===== src/rtl/i2c_txq_pkg.sv =====
package i2c_txq_pkg;
   localparam int CTL_FLUSH_BIT = 7;
   localparam int CTL_EN_BIT    = 6;
   localparam int ST_DRAIN_BIT  = 1;
   localparam int ST_NAK_BIT    = 0;
   localparam int QS_EMPTY_BIT  = 4;

   typedef enum logic [1:0] {
      SQ_IDLE = 2'd0,
      SQ_OFFER = 2'd1,
      SQ_WAIT = 2'd2,
      SQ_HALT = 2'd3
   } sq_state_t;
endpackage


===== src/rtl/i2c_txq_store.sv =====
module i2c_txq_store #(
   parameter int DEPTH = 64,
   parameter int DW    = 8,
   localparam int AW   = $clog2(DEPTH),
   localparam int LW   = $clog2(DEPTH + 1)
) (
   input  logic          clk,
   input  logic          rst_n,
   input  logic          flush,
   input  logic          push,
   input  logic [DW-1:0] push_d,
   input  logic          pop,
   output logic [DW-1:0] head,
   output logic          full,
   output logic          empty,
   output logic [LW-1:0] level
);
   logic [DW-1:0] mem [DEPTH];
   logic [AW-1:0] wp, rp;
   logic          do_push, do_pop;

   assign full    = (level == LW'(DEPTH));
   assign empty   = (level == '0);
   assign do_push = push && !full && !flush;
   assign do_pop  = pop && !empty && !flush;
   assign head    = mem[rp];

   function automatic logic [AW-1:0] nxt(input logic [AW-1:0] p);
      logic [AW-1:0] r;
      if ((DEPTH & (DEPTH - 1)) == 0) r = p + 1'b1;
      else r = (p == AW'(DEPTH - 1)) ? '0 : p + 1'b1;
      return r;
   endfunction

   always_ff @(posedge clk) begin
      if (do_push) mem[wp] <= push_d;
   end

   always_ff @(posedge clk or negedge rst_n) begin
      if (!rst_n) begin
         wp <= '0;
         rp <= '0;
         level <= '0;
      end else if (flush) begin
         wp <= '0;
         rp <= '0;
         level <= '0;
      end else begin
         if (do_push) wp <= nxt(wp);
         if (do_pop) rp <= nxt(rp);
         case ({do_push, do_pop})
            2'b10: level <= level + 1'b1;
            2'b01: level <= level - 1'b1;
            default: level <= level;
         endcase
      end
   end
endmodule


===== src/rtl/i2c_txq_seq.sv =====
module i2c_txq_seq
   import i2c_txq_pkg::*;
(
   input  logic clk,
   input  logic rst_n,
   input  logic flush,
   input  logic q_en,
   input  logic q_empty,
   input  logic tx_ready,
   input  logic ack_valid,
   input  logic ack_nak,
   output logic tx_valid,
   output logic pop,
   output logic busy,
   output logic halted,
   output logic ev_drain,
   output logic ev_nak
);
   sq_state_t st, st_n;

   assign tx_valid = (st == SQ_OFFER);
   assign pop      = tx_valid && tx_ready && !flush;
   assign busy     = (st == SQ_OFFER) || (st == SQ_WAIT);
   assign halted   = (st == SQ_HALT);
   assign ev_nak   = (st == SQ_WAIT) && ack_valid && ack_nak && !flush;
   assign ev_drain = (st == SQ_WAIT) && ack_valid && !ack_nak && q_empty && !flush;

   always_comb begin
      st_n = st;
      unique case (st)
         SQ_IDLE:  if (q_en && !q_empty) st_n = SQ_OFFER;
         SQ_OFFER: if (tx_ready) st_n = SQ_WAIT;
         SQ_WAIT:  if (ack_valid) st_n = ack_nak ? SQ_HALT : SQ_IDLE;
         SQ_HALT:  st_n = SQ_HALT;
         default:  st_n = SQ_IDLE;
      endcase
      if (flush) st_n = SQ_IDLE;
   end

   always_ff @(posedge clk or negedge rst_n) begin
      if (!rst_n) st <= SQ_IDLE;
      else st <= st_n;
   end
endmodule


===== src/rtl/i2c_txq_irq.sv =====
module i2c_txq_irq #(
   parameter int NFLAG = 2
) (
   input  logic             clk,
   input  logic             rst_n,
   input  logic [NFLAG-1:0] set_ev,
   input  logic             clr_we,
   input  logic [NFLAG-1:0] clr_wd,
   input  logic             en_we,
   input  logic [NFLAG-1:0] en_wd,
   output logic [NFLAG-1:0] stat,
   output logic [NFLAG-1:0] en,
   output logic             irq
);
   for (genvar i = 0; i < NFLAG; i++) begin : g_flag
      always_ff @(posedge clk or negedge rst_n) begin
         if (!rst_n) begin
            stat[i] <= 1'b0;
            en[i]   <= 1'b0;
         end else begin
            if (set_ev[i]) stat[i] <= 1'b1;
            else if (clr_we && clr_wd[i]) stat[i] <= 1'b0;
            if (en_we) en[i] <= en_wd[i];
         end
      end
   end
   assign irq = |(stat & en);
endmodule


===== src/rtl/i2c_txq.sv =====
module i2c_txq
   import i2c_txq_pkg::*;
#(
   parameter int DEPTH = 64,
   localparam int LW   = $clog2(DEPTH + 1)
) (
   input  logic          clk,
   input  logic          rst_n,
   input  logic          dat_we,
   input  logic [7:0]    dat_wd,
   input  logic          ctl_we,
   input  logic [7:0]    ctl_wd,
   input  logic          ien_we,
   input  logic [7:0]    ien_wd,
   input  logic          sclr_we,
   input  logic [7:0]    sclr_wd,
   output logic          tx_valid,
   output logic [7:0]    tx_byte,
   input  logic          tx_ready,
   input  logic          ack_valid,
   input  logic          ack_nak,
   output logic [1:0]    int_stat,
   output logic [1:0]    int_en,
   output logic [7:0]    q_stat,
   output logic          ack_fail,
   output logic [LW-1:0] q_level,
   output logic          irq
);
   if (DEPTH < 2) begin : g_bad_depth
      $error("i2c_txq: DEPTH must be at least 2");
   end

   logic q_en, flush, q_full, q_empty, pop, busy, ev_drain, ev_nak;
   logic [1:0] ev;

   assign flush = ctl_we && ctl_wd[CTL_FLUSH_BIT];

   always_ff @(posedge clk or negedge rst_n) begin
      if (!rst_n) q_en <= 1'b0;
      else if (ctl_we) q_en <= ctl_wd[CTL_EN_BIT];
   end

   i2c_txq_store #(.DEPTH(DEPTH), .DW(8)) u_store (
      .clk(clk), .rst_n(rst_n), .flush(flush),
      .push(dat_we && q_en), .push_d(dat_wd), .pop(pop),
      .head(tx_byte), .full(q_full), .empty(q_empty), .level(q_level)
   );

   i2c_txq_seq u_seq (
      .clk(clk), .rst_n(rst_n), .flush(flush), .q_en(q_en),
      .q_empty(q_empty), .tx_ready(tx_ready), .ack_valid(ack_valid),
      .ack_nak(ack_nak), .tx_valid(tx_valid), .pop(pop), .busy(busy),
      .halted(ack_fail), .ev_drain(ev_drain), .ev_nak(ev_nak)
   );

   always_comb begin
      ev = '0;
      ev[ST_DRAIN_BIT] = ev_drain;
      ev[ST_NAK_BIT]   = ev_nak;
   end

   i2c_txq_irq #(.NFLAG(2)) u_irq (
      .clk(clk), .rst_n(rst_n), .set_ev(ev),
      .clr_we(sclr_we), .clr_wd(sclr_wd[1:0]),
      .en_we(ien_we), .en_wd(ien_wd[1:0]),
      .stat(int_stat), .en(int_en), .irq(irq)
   );

   always_comb begin
      q_stat = '0;
      q_stat[QS_EMPTY_BIT] = q_empty && !busy;
   end

   logic unused_full;
   assign unused_full = q_full;
endmodule


===== config.mk =====
export PLATFORM = sky130hd
export DESIGN_NAME = i2c_txq
export DESIGN_NICKNAME = d
export VERILOG_FILES = /design/src/rtl/i2c_txq_pkg.sv /design/src/rtl/i2c_txq_store.sv /design/src/rtl/i2c_txq_seq.sv /design/src/rtl/i2c_txq_irq.sv /design/src/rtl/i2c_txq.sv
export SDC_FILE = /design/constraint.sdc
export NUM_CORES = 1
export LEC_CHECK = 0
export ABC_AREA = 1
export CORE_MARGIN = 5
export CORE_UTILIZATION = 40
export CTS_BUF_LIST = sky130_fd_sc_hd__clkbuf_8
export CTS_CLUSTER_DIAMETER = 80
export CTS_CLUSTER_SIZE = 12
export DETAILED_ROUTE_END_ITERATION = 7
export SLEW_MARGIN = 20
export SYNTH_ARGS = -nofsm -noshare
export SYNTH_HDL_FRONTEND = slang
export SYNTH_SLANG_ARGS = --single-unit

===== constraint.sdc =====
create_clock -name clk -period 2.69 [get_ports clk]
set_input_delay 0.538 -clock clk [delete_from_list [all_inputs] [get_ports clk]]
set_output_delay 0.538 -clock clk [all_outputs]
set_load 0.005 [all_outputs]

; ---- Word level (Yosys, flattened, before mapping)
; Memories as Yosys holds them, arrays and structs flattened.
; Cells that the tools add are included.
[classes]
addsub = 4
eq_ne = 9
n_mux = 18
bitwise = 1
reduce_logical = 33
[op_table]
columns = op, count
row1 = 6-bit two-way mux, 4
row2 = 1-bit logical AND, 18
row3 = 7-bit one-hot mux with 2 select lines, 1
row4 = "6-bit by 1-bit adder with 6-bit output, second input constant", 2
row5 = 2-bit two-way mux, 5
row6 = 2-bit one-hot mux with 4 select lines, 1
row7 = 2-bit nonzero test, 4
row8 = "7-bit by 1-bit adder with 7-bit output, second input constant", 1
row9 = "7-bit == test, second input constant", 1
row10 = 7-bit logical NOT, 1
row11 = 7-bit two-way mux, 1
row12 = "7-bit by 1-bit subtractor with 7-bit output, second input constant", 1
row13 = "2-bit == test, second input constant", 3
row14 = 1-bit two-way mux, 6
row15 = "3-bit by 2-bit != test with 1-bit output, second input constant", 2
row16 = 1-bit logical NOT, 5
row17 = "2-bit by 1-bit == test with 1-bit output, second input constant", 2
row18 = "3-bit by 1-bit != test with 1-bit output, second input constant", 1
row19 = 3-bit AND reduction, 1
row20 = 3-bit nonzero test, 1
row21 = 2-bit AND, 1
row22 = 2-bit logical NOT, 1
row23 = 2-bit OR reduction, 1
row24 = 1-bit logical OR, 1
[totals]
register_bits = 26
mem_bits_rw = 512
out_inout_bits = 30
memories = 1
[memory_table]
columns = name, depth, width, read_ports, rd_clocked_by_memory_dff, write_ports, line_no
row1 = u_store.mem, 64, 8, 1, 0, 1, i2c_txq_store.sv:18  ; logic [DW-1:0] mem [DEPTH];

; ---- Logic depth before layout (Yosys ltp)
[depth]
ltp_word = 8
depth_mapped = 17

; ---- Hierarchy
; A second synthesis with hierarchy kept.
[unflattened]
cells_unflattened = 2020
hier_area_um2 = 22908.2
[by_module_without_submodules]
columns = mod, n_inst, cells_per_inst, area_each_um2, seq_area_each_um2
row1 = i2c_txq_store, 1, 1943, 22369.0, 15850.2
row2 = i2c_txq_seq, 1, 37, 254.0, 50.0
row3 = i2c_txq_irq, 1, 21, 166.4, 100.1
row4 = i2c_txq, 1, 19, 118.9, 25.0

; ---- Worst setup path after synthesis
; Ideal clock, no wire load.
[synth_path]
path_kind = register to register
from = reg u_seq.st[1]
to = reg u_store.level[6]
setup_ns = 0.117
t_arrival_ns = 1.897
path_slack_ns = 0.675
path_stages_with_launch = 16
path_buffers = 0
period_less_slack_ns = 2.015
cell_sequence = dfrtp_1 inv_1 ha_1 nand3_2 nor2_8 nand2_4 inv_2 ha_1 nand4_1 nand2_1 inv_1 nand2_1 inv_1 nand3_1 nand3_1 nand2_1
[synth_via]
elab_chain_len = 8
[synth_rtl]
columns = item, line_no
row1 = from (decl), i2c_txq_seq.sv:19  ; sq_state_t st, st_n;
row2 = from (signal assigned), i2c_txq_seq.sv:42  ; else st <= st_n;
row3 = 2-bit by 1-bit == test with 1-bit output *, i2c_txq_seq.sv:21  ; assign tx_valid = (st == SQ_OFFER);
row4 = via tx_valid, i2c_txq.sv:17  ; output logic tx_valid,
row5 = 1-bit logical AND * (2 in a row), i2c_txq_seq.sv:22  ; assign pop = tx_valid && tx_ready && !flush;
row6 = 1-bit logical AND * (2 in a row), i2c_txq_store.sv:25  ; assign do_pop = pop && !empty && !flush;
row7 = 2-bit by 1-bit == test with 1-bit output / 2-bit == test (equally long branches), i2c_txq_store.sv:51  ; case ({do_push, do_pop})
row8 = 7-bit one-hot mux with 2 select lines, i2c_txq_store.sv:51
row9 = 7-bit two-way mux, i2c_txq_store.sv:44  ; end else if (flush) begin
row10 = to (signal assigned), i2c_txq_store.sv:52  ; 2'b10: level <= level + 1'b1;
row11 = to (signal assigned), i2c_txq_store.sv:53  ; 2'b01: level <= level - 1'b1;
row12 = to (signal assigned), i2c_txq_store.sv:54  ; default: level <= level;
row13 = to (decl), i2c_txq_store.sv:16  ; output logic [LW-1:0] level
; Mark *: on every way through the listed nets, which the timed path passes. The rest lies on a longest branch.
; A chain may end at the register's enable or synchronous reset.

; ---- Worst setup path after layout
[layout_path]
from = reg u_store.rp[1]
to = out tx_byte[0]
[layout_via]
elab_chain_len = 1
[layout_rtl]
columns = item, line_no
row1 = from (decl), i2c_txq_store.sv:19  ; logic [AW-1:0] wp, rp;
row2 = from (signal assigned), i2c_txq_store.sv:50  ; if (do_pop) rp <= nxt(rp);
row3 = memory read 64 x 8 bit, --
row4 = to (decl), i2c_txq.sv:18  ; output logic [7:0] tx_byte,
; Every way passes these cells.

==> run_results.csv <==
group,metric,value,unit
status,run_status,"finished, violations left",
status,violations,"setup timing",
detailed_routing,detail_route.drc_violations,0,
detailed_routing,starting_drc_count_in_detailed_routing,1441,
clocking,clock_root_buffer_master,"sky130_fd_sc_hd__clkbuf_8",
global_route,antenna_found_initial,2,
placement,dp.final_hpwl,34.4,mm
worst_setup_path,critical_path.endpoint_type,"primary output",
clocking,path_clk_slew,0.09,ns
detailed_routing,wirelength,58.9,mm
sta,period_needed,3.44,ns
logic_synthesis,synth.largest_area_cell,"sky130_fd_sc_hd__edfxtp_1",
global_route,grt_pass1_vias,14100,
min_path,hp-class,"input port to asynchronous set/reset pin",
final_layout,instances_no_fill,2619,
logic_synthesis,synth_top_area_share,70.2,%
final_layout,area_growth,20.0,%
sta,finalCritPeriodShare,128,%
placement,buffer_ports.inserted,45,
power_and_ir_drop,power_report.internal_total,14.3,mW
power_and_ir_drop,power_density,804,nW/um2
clocking,hold_buffers,0,
global_route,grt_first_pass_wirelength,82.8,mm
logic_synthesis,synth_flop_cell,"sky130_fd_sc_hd__edfxtp_1",
sta,final_max_slew_viol_count,0,
placement,placed_cells_incl_taps,2476,
sta,transition_time_of_the_tightest_slew_check_pin,0.915,ns
worst_setup_path,crit_required,2.15,ns
logic_synthesis,synthCells,1719,
sta,holdWs,0.270,ns
worst_setup_path,crit_arrival,2.90,ns
sta,postLayoutSetupSlackWorst,-0.745,ns
power_and_ir_drop,portion_of_total_power_attributed_to_sequential_cells,44.5,%
logic_synthesis,synth_seq_cells,538,
clocking,clock_tree_from_tritoncts,"done",
sta,fin_tns_setup,-5.45,ns
die,std_cell_rows,85,
clocking,cts_made_buffers,50,
logic_synthesis,synthArstFlopShare,4.83,%
sta,unrepaired_setup_endpoints_after_global_routing,"yes",
logic_synthesis,synth.yosys.seq_area_share,73.1,%
logic_synthesis,post_synth_main_area_contributors,"sky130_fd_sc_hd__edfxtp_1 (70%), sky130_fd_sc_hd__o21ai_0 (6.1%), sky130_fd_sc_hd__nor2_1 (5.7%)",
sta,timing.final.setup_violations,8,
clocking,cts.sinks,538,
power_and_ir_drop,pwr-share-comb,34.6,%
power_and_ir_drop,netSwitchingFraction,32.5,%
clocking,number_of_buffers_on_the_longest_clock_path,3,
worst_setup_path,worst-path-max-fanout,5,
worst_setup_path,worst-setup-path-type,"flip-flop to primary output",
logic_synthesis,synth_edf_count,512,
global_route,grt_overflow_total,0,
run,max_cap_viols,0,
power_and_ir_drop,switchingPower,6.86,mW
final_layout,post_route_cells_drive_above_1_share,19.0,%
die,num_io_pins,71,
die,height_of_the_chip,244,um
die,dieArea,59600,um2
sta,final-hold-violation-count,0,
placement,gp_congestion,0.866,
logic_synthesis,post_synth.cell_area_avg,12.7,um2
die,die_x,244,um
logic_synthesis,post_synth_instance_area,21900,um2
global_route,pin_count_of_the_biggest_net_entering_global_routing,65,
power_and_ir_drop,peakVddDrop,0.407,mV
detailed_routing,num_vias,14700,
detailed_routing,vias_per_cell,5.62,
logic_synthesis,synthDistinctLibCells,41,
detailed_routing,detailedRoute.firstPassIterationCount,5,
worst_setup_path,worst_setup_path_start_kind,"flip-flop",
clocking,clk-insertion-delay-late,0.65,ns
die,floorplan.core_area,54000,um2
die,start_util,40.6,%
detailed_routing,detail_route.wl_per_cell,22.5,um
global_route,overall_track_demand_over_capacity_in_global_routing,17.8,%
final_layout,finalNetCount,1951,
sta,fin_skew,0.0265,ns
logic_synthesis,yosysWarnings,0,
clocking,htree_levels,2,
power_and_ir_drop,share_clk_of_total_power,20.8,%
sta,max_freq,291,MHz
sta,max_slew_margin,38.8,%
detailed_routing,ant_nets,0,
power_and_ir_drop,static-leakage-power,8.87,nW
## synthesized netlist by cell type (4+ instances only)
cell / instances
sky130_fd_sc_hd__edfxtp_1: 512
sky130_fd_sc_hd__nor2_1: 331
sky130_fd_sc_hd__o21ai_0: 267
sky130_fd_sc_hd__nand2_1: 115
sky130_fd_sc_hd__o22ai_1: 81
sky130_fd_sc_hd__clkbuf_1: 64
sky130_fd_sc_hd__nand3_1: 61
sky130_fd_sc_hd__o221ai_1: 50
sky130_fd_sc_hd__inv_1: 34
sky130_fd_sc_hd__nand4_1: 33
sky130_fd_sc_hd__dfrtp_1: 26
sky130_fd_sc_hd__buf_2: 19
sky130_fd_sc_hd__o211ai_1: 15
sky130_fd_sc_hd__buf_4: 14
sky130_fd_sc_hd__a21oi_1: 12
sky130_fd_sc_hd__nand2_2: 10
sky130_fd_sc_hd__buf_6: 9
sky130_fd_sc_hd__o21ai_1: 9
sky130_fd_sc_hd__ha_1: 8
sky130_fd_sc_hd__inv_2: 7
sky130_fd_sc_hd__nor3_1: 4
## final cells by class
| cell class | count | area (um2) |
|---|---|---|
| inverter | 45 | 191 |
| clock buffer | 52 | 716 |
| clock inverter | 20 | 78.8 |
| timing repair buffer | 236 | 2860 |
| fill | 4694 | 27700 |
| multi-input combinational | 1030 | 5530 |
| tap | 696 | 871 |
| sequential | 538 | 16000 |
| antenna | 1 | 2.50 |
| timing repair inverter | 1 | 11.3 |
## per-layer routing
| metal | vias up | share of wire [%] | track usage [%] |
|---|---|---|---|
| met2 | 559 | 49 | 29.4 |
| li1 | 6727 | - | - |
| met5 | - | 0 | 0 |
| met4 | 0 | 2.5 | 5.29 |
| met1 | 7334 | 42 | 24.6 |
| met3 | 94 | 6.6 | 2.92 |
## sequential cells by signal, indices dropped and copies added, names as in the netlist
| signal | cells |
|---|---|
| u_store.mem | 512 |
| u_store.level | 7 |
| u_store.rp | 6 |
| u_store.wp | 6 |
| u_irq.en | 2 |
| u_irq.stat | 2 |
| u_seq.st | 2 |
| q_en | 1 |
## cell families after synthesis
| logic type | synth area share [%] |
|---|---|
| XOR/XNOR | 0.0800 |
| multiplexers | 0.103 |
| AND/OR/NAND/NOR | 11.1 |
| flip-flops | 73.1 |
| AO/OA/AOI/OAI | 11.7 |
| buffers and inverters | 3.39 |
| other | 0.0171 |
| adder cells (fa/ha/maj) | 0.457 |
## timing repair
item | CTS | global route
pin swaps | 2 | 92
gates cloned | 0 | 23
resized for setup | 10 | 189
setup endpoints to repair | 9 | 8
buffers inserted | 2 | 46
## power by group through the flow
stage | logic, mW | registers [mW] | clock network, mW
2_1_floorplan | 3.17 | 9.55 | 0
3_3_place_gp | 5.35 | 9.59 | 0
3_5_place_dp | 5.41 | 9.59 | 0
4_1_cts | 5.49 | 9.39 | 4.52
5_1_grt | 7.84 | 9.43 | 4.86
6_report | 7.32 | 9.42 | 4.41
## cell usage in the layout, fill, tap and decap left out, types with 23 or more instances in the layout
cell type                         instances
sky130_fd_sc_hd__buf_4                  109
sky130_fd_sc_hd__nor2_1                 316
sky130_fd_sc_hd__o22ai_1                 71
sky130_fd_sc_hd__o21ai_1                 45
sky130_fd_sc_hd__nand4_1                 33
sky130_fd_sc_hd__inv_1                   52
sky130_fd_sc_hd__o21ai_0                216
sky130_fd_sc_hd__nand3_1                 43
sky130_fd_sc_hd__clkdlybuf4s50_1         28
sky130_fd_sc_hd__o221ai_1                45
sky130_fd_sc_hd__buf_12                  35
sky130_fd_sc_hd__nand2_1                109
sky130_fd_sc_hd__edfxtp_1               512
sky130_fd_sc_hd__clkbuf_8                52
sky130_fd_sc_hd__dfrtp_1                 23
## worst max-delay path, cell delays in order, from the launching register on
cell	delay, ns
sky130_fd_sc_hd__dfrtp_4	0.50
sky130_fd_sc_hd__buf_12	0.14
sky130_fd_sc_hd__buf_6	0.12
sky130_fd_sc_hd__clkbuf_16	0.14
sky130_fd_sc_hd__buf_8	0.13
sky130_fd_sc_hd__o21ai_1	0.07
sky130_fd_sc_hd__o22ai_1	0.10
sky130_fd_sc_hd__o211ai_1	0.34
sky130_fd_sc_hd__nand4_1	0.28
sky130_fd_sc_hd__nand3_2	0.18
sky130_fd_sc_hd__nand2_2	0.11
sky130_fd_sc_hd__buf_6	0.13
## per-stage QoR
stage                     area (um2)  util, %  setup slack (ns)  power, mW
after floorplan                21900        -             0.675       12.7
after global placement         24000     44.4            -0.321       14.9
after detailed placement       24000     44.4            -0.327       15.0
after CTS                      24800     46.0            -0.994       19.4
after global routing           26300     48.7            -0.809       22.1
final                          26300     48.7            -0.745       21.2
## final timing paths
| check | startpoint | to | slack, ns | cells past startpoint |
|---|---|---|---|---|
| max in group asynchronous | rst_n | u_store.rp[1]$_DFFE_PN0P_ | 2.13 | 2 |
| worst max register to register | u_store.level[3]$_DFFE_PN0P_ | u_store.mem[38][1]$_DFFE_PP_ | 0.30 | 9 |
| worst min-delay path | rst_n | u_store.wp[3]$_DFFE_PN0P_ | 0.27 | 2 |
| worst max-delay path | u_store.rp[1]$_DFFE_PN0P_ | tx_byte[0] | -0.75 | 11 |
| worst min register to register | u_store.rp[3]$_DFFE_PN0P_ | u_store.rp[4]$_DFFE_PN0P_ | 0.53 | 1 |
| min in group clk | dat_wd[6] | u_store.mem[13][6]$_DFFE_PP_ | 0.31 | 1 |
(Power assumes the default switching activity.)
